### src/rtl/tps_pkg.sv
package tps_pkg;
    typedef enum logic [2:0] {
        ST_IDLE = 3'd0,
        ST_FWD  = 3'd1,
        ST_BWD  = 3'd2,
        ST_WR   = 3'd3,
        ST_DONE = 3'd4
    } phase_e;

    typedef enum logic [1:0] {
        EN_OFF = 2'b00,
        EN_POS = 2'b01,
        EN_NEG = 2'b10
    } en_code_e;
endpackage

### src/rtl/tps_phase_ctrl.sv
module tps_phase_ctrl
    import tps_pkg::*;
#(
    parameter int RD_LEN = 4,
    parameter int WR_LEN = 9,
    parameter int CW     = 4
) (
    input  logic          clk,
    input  logic          rst_n,
    input  logic          start_i,
    input  logic          bp_i,
    output phase_e        phase_o,
    output logic [CW-1:0] cnt_o,
    output logic          accept_o,
    output logic          done_o
);
    localparam logic [CW-1:0] RD_LAST = CW'(RD_LEN - 1);
    localparam logic [CW-1:0] WR_LAST = CW'(WR_LEN - 1);

    phase_e        state_q, state_d;
    logic [CW-1:0] cnt_q, cnt_d;
    logic          bp_q, bp_d;

    always_ff @(posedge clk or negedge rst_n) begin
        if (!rst_n) begin
            state_q <= ST_IDLE;
            cnt_q   <= '0;
            bp_q    <= 1'b0;
        end else begin
            state_q <= state_d;
            cnt_q   <= cnt_d;
            bp_q    <= bp_d;
        end
    end

    always_comb begin
        state_d = state_q;
        cnt_d   = cnt_q + 1'b1;
        bp_d    = bp_q;
        unique case (state_q)
            ST_IDLE: begin
                cnt_d = '0;
                if (start_i) begin
                    state_d = ST_FWD;
                    bp_d    = bp_i;
                end
            end
            ST_FWD: begin
                if (cnt_q == RD_LAST) begin
                    state_d = bp_q ? ST_BWD : ST_WR;
                    cnt_d   = '0;
                end
            end
            ST_BWD: begin
                if (cnt_q == RD_LAST) begin
                    state_d = ST_WR;
                    cnt_d   = '0;
                end
            end
            ST_WR: begin
                if (cnt_q == WR_LAST) begin
                    state_d = ST_DONE;
                    cnt_d   = '0;
                end
            end
            ST_DONE: begin
                state_d = ST_IDLE;
                cnt_d   = '0;
            end
            default: begin
                state_d = ST_IDLE;
                cnt_d   = '0;
            end
        endcase
    end

    always_comb begin
        phase_o  = state_q;
        cnt_o    = cnt_q;
        accept_o = (state_q == ST_IDLE) && start_i;
        done_o   = (state_q == ST_DONE);
    end
endmodule

### src/rtl/tps_row_driver.sv
module tps_row_driver
    import tps_pkg::*;
#(
    parameter int DW          = 4,
    parameter int RD_LEN      = 4,
    parameter int WR_LEN      = 9,
    parameter int PULSE_SCALE = 1,
    parameter int ERR_MAX     = 7,
    parameter int CW          = 4
) (
    input  phase_e                phase_i,
    input  logic [CW-1:0]         cnt_i,
    input  logic signed [DW-1:0]  err_i,
    output logic [1:0]            en_o,
    output logic signed [DW-1:0]  line_o
);
    localparam int HALF   = RD_LEN / 2;
    localparam int PW_MAX = WR_LEN - 1;

    int                   mag;
    int                   width;
    logic signed [DW-1:0] ysat;
    logic                 neg;

    always_comb begin
        neg = err_i[DW-1];
        mag = neg ? -int'(err_i) : int'(err_i);
        if (mag > ERR_MAX) mag = ERR_MAX;
        ysat  = neg ? DW'(-mag) : DW'(mag);
        width = mag * PULSE_SCALE;
        if (width > PW_MAX) width = PW_MAX;
    end

    always_comb begin
        en_o   = EN_OFF;
        line_o = '0;
        unique case (phase_i)
            ST_FWD: en_o = (int'(cnt_i) < HALF) ? EN_POS : EN_NEG;
            ST_BWD: begin
                en_o   = EN_POS;
                line_o = (int'(cnt_i) < HALF) ? ysat : -ysat;
            end
            ST_WR: begin
                if (int'(cnt_i) < width) en_o = neg ? EN_NEG : EN_POS;
            end
            default: en_o = EN_OFF;
        endcase
    end
endmodule

### src/rtl/tps_trial_sequencer.sv
module tps_trial_sequencer
    import tps_pkg::*;
#(
    parameter int ROWS        = 4,
    parameter int COLS        = 3,
    parameter int DW          = 4,
    parameter int RD_LEN      = 4,
    parameter int WR_LEN      = 9,
    parameter int PULSE_SCALE = 1,
    parameter int ERR_MAX     = 7
) (
    input  logic                 clk,
    input  logic                 rst_n,
    input  logic                 start_i,
    input  logic                 bp_mode_i,
    input  logic [COLS*DW-1:0]   col_in_i,
    input  logic [ROWS*DW-1:0]   err_i,
    output logic [COLS*DW-1:0]   col_drive_o,
    output logic [2*ROWS-1:0]    row_en_o,
    output logic [ROWS*DW-1:0]   row_line_o,
    output logic                 fwd_sample_o,
    output logic                 bwd_sample_o,
    output logic                 done_o
);
    localparam int LONGEST = (RD_LEN > WR_LEN) ? RD_LEN : WR_LEN;
    localparam int CW      = $clog2(LONGEST + 1);

    phase_e             phase_w;
    logic [CW-1:0]      cnt_w;
    logic               accept_w;
    logic [COLS*DW-1:0] col_q;
    logic [ROWS*DW-1:0] err_q;

    tps_phase_ctrl #(
        .RD_LEN (RD_LEN),
        .WR_LEN (WR_LEN),
        .CW     (CW)
    ) u_ctrl (
        .clk      (clk),
        .rst_n    (rst_n),
        .start_i  (start_i),
        .bp_i     (bp_mode_i),
        .phase_o  (phase_w),
        .cnt_o    (cnt_w),
        .accept_o (accept_w),
        .done_o   (done_o)
    );

    always_ff @(posedge clk or negedge rst_n) begin
        if (!rst_n) begin
            col_q <= '0;
            err_q <= '0;
        end else if (accept_w) begin
            col_q <= col_in_i;
            err_q <= err_i;
        end
    end

    for (genvar n = 0; n < ROWS; n++) begin : g_row
        tps_row_driver #(
            .DW          (DW),
            .RD_LEN      (RD_LEN),
            .WR_LEN      (WR_LEN),
            .PULSE_SCALE (PULSE_SCALE),
            .ERR_MAX     (ERR_MAX),
            .CW          (CW)
        ) u_row (
            .phase_i (phase_w),
            .cnt_i   (cnt_w),
            .err_i   (err_q[n*DW +: DW]),
            .en_o    (row_en_o[2*n +: 2]),
            .line_o  (row_line_o[n*DW +: DW])
        );
    end

    assign col_drive_o  = col_q;
    assign fwd_sample_o = (phase_w == ST_FWD) && (cnt_w == '0);
    assign bwd_sample_o = (phase_w == ST_BWD) && (cnt_w == '0);
endmodule

### config.mk
export PLATFORM = sky130hd
export DESIGN_NAME = tps_trial_sequencer
export DESIGN_NICKNAME = d
export VERILOG_FILES = /design/src/rtl/tps_pkg.sv /design/src/rtl/tps_phase_ctrl.sv /design/src/rtl/tps_row_driver.sv /design/src/rtl/tps_trial_sequencer.sv
export SDC_FILE = /design/constraint.sdc
export NUM_CORES = 1
export LEC_CHECK = 0
export BUFFER_PORTS_ARGS = -buffer_cell sky130_fd_sc_hd__clkbuf_2
export CAP_MARGIN = 20
export CORE_ASPECT_RATIO = 1.1
export CORE_MARGIN = 2
export CORE_UTILIZATION = 45
export CTS_BUF_LIST = sky130_fd_sc_hd__clkbuf_8
export CTS_CLUSTER_DIAMETER = 200
export CTS_CLUSTER_SIZE = 8
export DETAILED_ROUTE_END_ITERATION = 8
export PLACE_DENSITY = 0.79
export SKIP_LAST_GASP = 1
export SLEW_MARGIN = 20
export SYNTH_ARGS = -nofsm -noshare
export SYNTH_HDL_FRONTEND = slang
export SYNTH_SLANG_ARGS = --single-unit
export TNS_END_PERCENT = 10
### constraint.sdc
create_clock -name clk -period 4.05 [get_ports clk]
set_input_delay 0.405 -clock clk [delete_from_list [all_inputs] [get_ports clk]]
set_output_delay 0.405 -clock clk [all_outputs]
set_load 0.02 [all_outputs]
==> metrics.txt <==
setup violators final 0; number of input and output port buffers inserted 70; worst reg2reg endpoint u_ctrl.cnt_o[2]; post-synthesis register bit count 36; Max Clk Rate 0.307 GHz; CTS H-tree lvls 2; crit path DAT 2850 ps; VDD IR max 0.000486 V; die area 6920 sq um; number of global-route vias before repair 2364; fin crit share 80.4%; detailed-route wire length per cell 13.5 microns; async set-or-reset flop fraction in the synthesized netlist 100%; floorplan row count 30; setup bufs post-CTS 0; wire length of the first global-routing pass 10500 microns; run status finished, final reports clean; Register-to-Register Setup Slack 2320 ps; Worst Path Class, Setup register to output pin; Worst-Margin Slew 896 ps; count of max-cap constraint violations 0; worst relative slew slack 40.2%; clock transition at the registers of the reported paths 80 ps; post-detail-place hpwl 4840 microns; violation count after the first detailed-route iteration 79; final setup TNS 0 ps; cts bufs inserted 5; number of synthesized flops with an enable pin 0; post-layout minimum cycle time 3250 ps; Synthesis Warnings 0; Core Box Area 6120 sq um; critical path peak fanout 7; total of fill cells in the finished design 588; setup repair after global routing missed its margin no; leftover overflow at the end of global routing 0; fraction of synthesized cell area taken by the top area cell type 31.9%; share of the yosys chip area belonging to registers 31.9%; Die Wd 79.5 microns; proportion of layout cells with a drive suffix above 1 26.2%; count of unresolved DRC violations after routing 0; count of different cell masters after synthesis 51; final slew viol count 0; clock sink total 36; DP Worst Slack 1140 ps; Pwr per Cell Area 957 nW/um^2; cell count after synthesis 324; count of hold-fix buffers inserted at cts 0; pin count of the biggest net entering global routing 37; synthesized area per cell 8.71 sq um; Bufs on Longest Clock Path 2; antenna diode count 0; required time of the critical path 3640 ps; Syn Std Cell Area 2820 sq um; Detailed Routing Iterations Pass 1 4; P_leak 1.58 nW; element type at the critical path end output pin; clock insertion delay at the later pin of the skew report 290 ps; R2R Path Start u_ctrl.cnt_o[1]; vias per cell 5.41; ys flop type sky130_fd_sc_hd__dfrtp_1; slack of the critical path 796 ps; number of top-level design ports 71; Total Nets Final 447; final weighted congestion in routability-driven placement 0.824; worst clock skew 9.75 ps; biggest area contributors in the synthesized netlist sky130_fd_sc_hd__dfrtp_1, sky130_fd_sc_hd__ha_1, sky130_fd_sc_hd__mux2_2, sky130_fd_sc_hd__nor2_1, sky130_fd_sc_hd__o21ai_0; starting utilization of the core area 46.1%; Final Hold Viols 0; total global-route track usage 19.1%; Total Wirelength 6350 microns; post-detailed-route count of antenna-violating nets 0; number of antenna violations at the first check in global routing 0; PostCTS Resize Cnt 0; HP Class primary input to async pin; vertical extent of the die 87.0 microns; buffer cell driving the clock tree root sky130_fd_sc_hd__clkbuf_8; first element of the critical path err_q[5]; TritonCTS clock tree done; biggest area consumer among synthesized cells sky130_fd_sc_hd__dfrtp_1; Area growth, synth to finish 17.4%; FF-to-FF path depth 6; startpoint type of the worst setup path register; overall via count from detail_route 2542
layout make-up:
| cell class | instances | area [sq um] | area share, % |
|---|---|---|---|
| flip-flops and latches | 36 | 901 | 27.2 |
| well taps | 80 | 100 | 3.02 |
| inverters | 18 | 67.6 | 2.04 |
| clock inverters | 2 | 11.3 | 0.340 |
| repair buffers | 73 | 373 | 11.3 |
| clock buffers | 6 | 82.6 | 2.49 |
| multi-input cells | 255 | 1780 | 53.6 |
routing by layer:
metal  part of all wire [%]  GRT usage (%)  wire, microns  vias up
met1                     45           23.2           2860     1193
met2                     48           33.0           3080       60
met5                      0              0              0        -
met4                    2.1           7.37            132        0
met3                    4.3           4.05            276       14
li1                       -              -              -     1275
placed cells by master, fill, tap and decap left out, types with 5 or more instances in the layout:
cell type,count
sky130_fd_sc_hd__a21oi_1,20
sky130_fd_sc_hd__mux2i_1,5
sky130_fd_sc_hd__nand2b_1,6
sky130_fd_sc_hd__ha_1,26
sky130_fd_sc_hd__a211oi_1,12
sky130_fd_sc_hd__nor3_1,7
sky130_fd_sc_hd__dfrtp_1,36
sky130_fd_sc_hd__nor2_1,37
sky130_fd_sc_hd__nor2b_1,7
sky130_fd_sc_hd__clkbuf_8,6
sky130_fd_sc_hd__mux2_2,16
sky130_fd_sc_hd__o21ai_0,26
sky130_fd_sc_hd__inv_1,19
sky130_fd_sc_hd__nand2_1,24
sky130_fd_sc_hd__xnor2_1,6
sky130_fd_sc_hd__clkbuf_2,70
sky130_fd_sc_hd__o21ai_1,5
sequential cells by signal, summed over array words and instances, names as in the netlist:
| register | count |
|---|---|
| err_q | 16 |
| col_drive_o | 12 |
| u_ctrl.cnt_o | 4 |
| u_ctrl.phase_o | 3 |
| u_ctrl.bp_q | 1 |
cell families after synthesis:
family,Yosys count,share of synthesized area (%)
simple gates,100,17.8
compound gates,91,20.7
flops,36,31.9
buf+inv,36,5.50
fa+ha+maj,26,11.5
mux,24,9.36
xor+xnor,10,3.10
other cells,1,0.133
worst max path at each step:
stage               slack [ps]        endpoint  depth (start not counted)
floorplan                 1330  row_line_o[15]                         11
global placement          1270   row_line_o[3]                         12
detailed placement        1140   row_line_o[3]                         12
CTS                        820   row_line_o[3]                         12
global route               630   row_line_o[7]                         12
finish                     800   row_line_o[7]                         12
Yosys cell counts, types with 5 or more instances:
| library cell | count |
|---|---|
| sky130_fd_sc_hd__a211oi_1 | 12 |
| sky130_fd_sc_hd__a21oi_1 | 20 |
| sky130_fd_sc_hd__buf_2 | 12 |
| sky130_fd_sc_hd__dfrtp_1 | 36 |
| sky130_fd_sc_hd__ha_1 | 26 |
| sky130_fd_sc_hd__inv_1 | 18 |
| sky130_fd_sc_hd__mux2_2 | 16 |
| sky130_fd_sc_hd__mux2i_1 | 5 |
| sky130_fd_sc_hd__nand2_1 | 24 |
| sky130_fd_sc_hd__nand2b_1 | 6 |
| sky130_fd_sc_hd__nor2_1 | 37 |
| sky130_fd_sc_hd__nor2b_1 | 7 |
| sky130_fd_sc_hd__nor3_1 | 7 |
| sky130_fd_sc_hd__o21ai_0 | 26 |
| sky130_fd_sc_hd__o21ai_1 | 5 |
| sky130_fd_sc_hd__xnor2_1 | 6 |
power breakdown:
part           switching, mW  internal, mW  leakage, nW  total (mW)
combinational           1.20         0.897         1.10        2.10
sequential             0.276         0.532        0.435       0.807
clock                  0.130         0.136       0.0486       0.266
total                   1.60          1.56         1.58        3.17
worst max-delay path: stages (launching register included):
cell                       delay, ps
sky130_fd_sc_hd__dfrtp_1         460
sky130_fd_sc_hd__inv_1            80
sky130_fd_sc_hd__ha_1            300
sky130_fd_sc_hd__a21oi_1         160
sky130_fd_sc_hd__nor2_1           80
sky130_fd_sc_hd__a21oi_1         150
sky130_fd_sc_hd__ha_1            220
sky130_fd_sc_hd__and4b_1         210
sky130_fd_sc_hd__a211oi_1        140
sky130_fd_sc_hd__a21boi_2        210
sky130_fd_sc_hd__o21ai_1          90
sky130_fd_sc_hd__mux2_1          310
sky130_fd_sc_hd__clkbuf_2        160
per-stage QoR:
step | cells | total power [mW] | hold slack (ps) | util [%] | instance area (sq um)
after CTS | 470 | 3.18 | 266 | 54.1 | 3310
after global routing | 470 | 3.48 | 311 | 54.1 | 3310
after floorplan | 327 | 2.40 | 109 | - | 2830
final | 470 | 3.17 | 215 | 54.1 | 3310
after global placement | 462 | 2.82 | 491 | 52.6 | 3220
after detailed placement | 462 | 2.90 | 497 | 52.6 | 3220
Power figures use the tool's default switching activity.
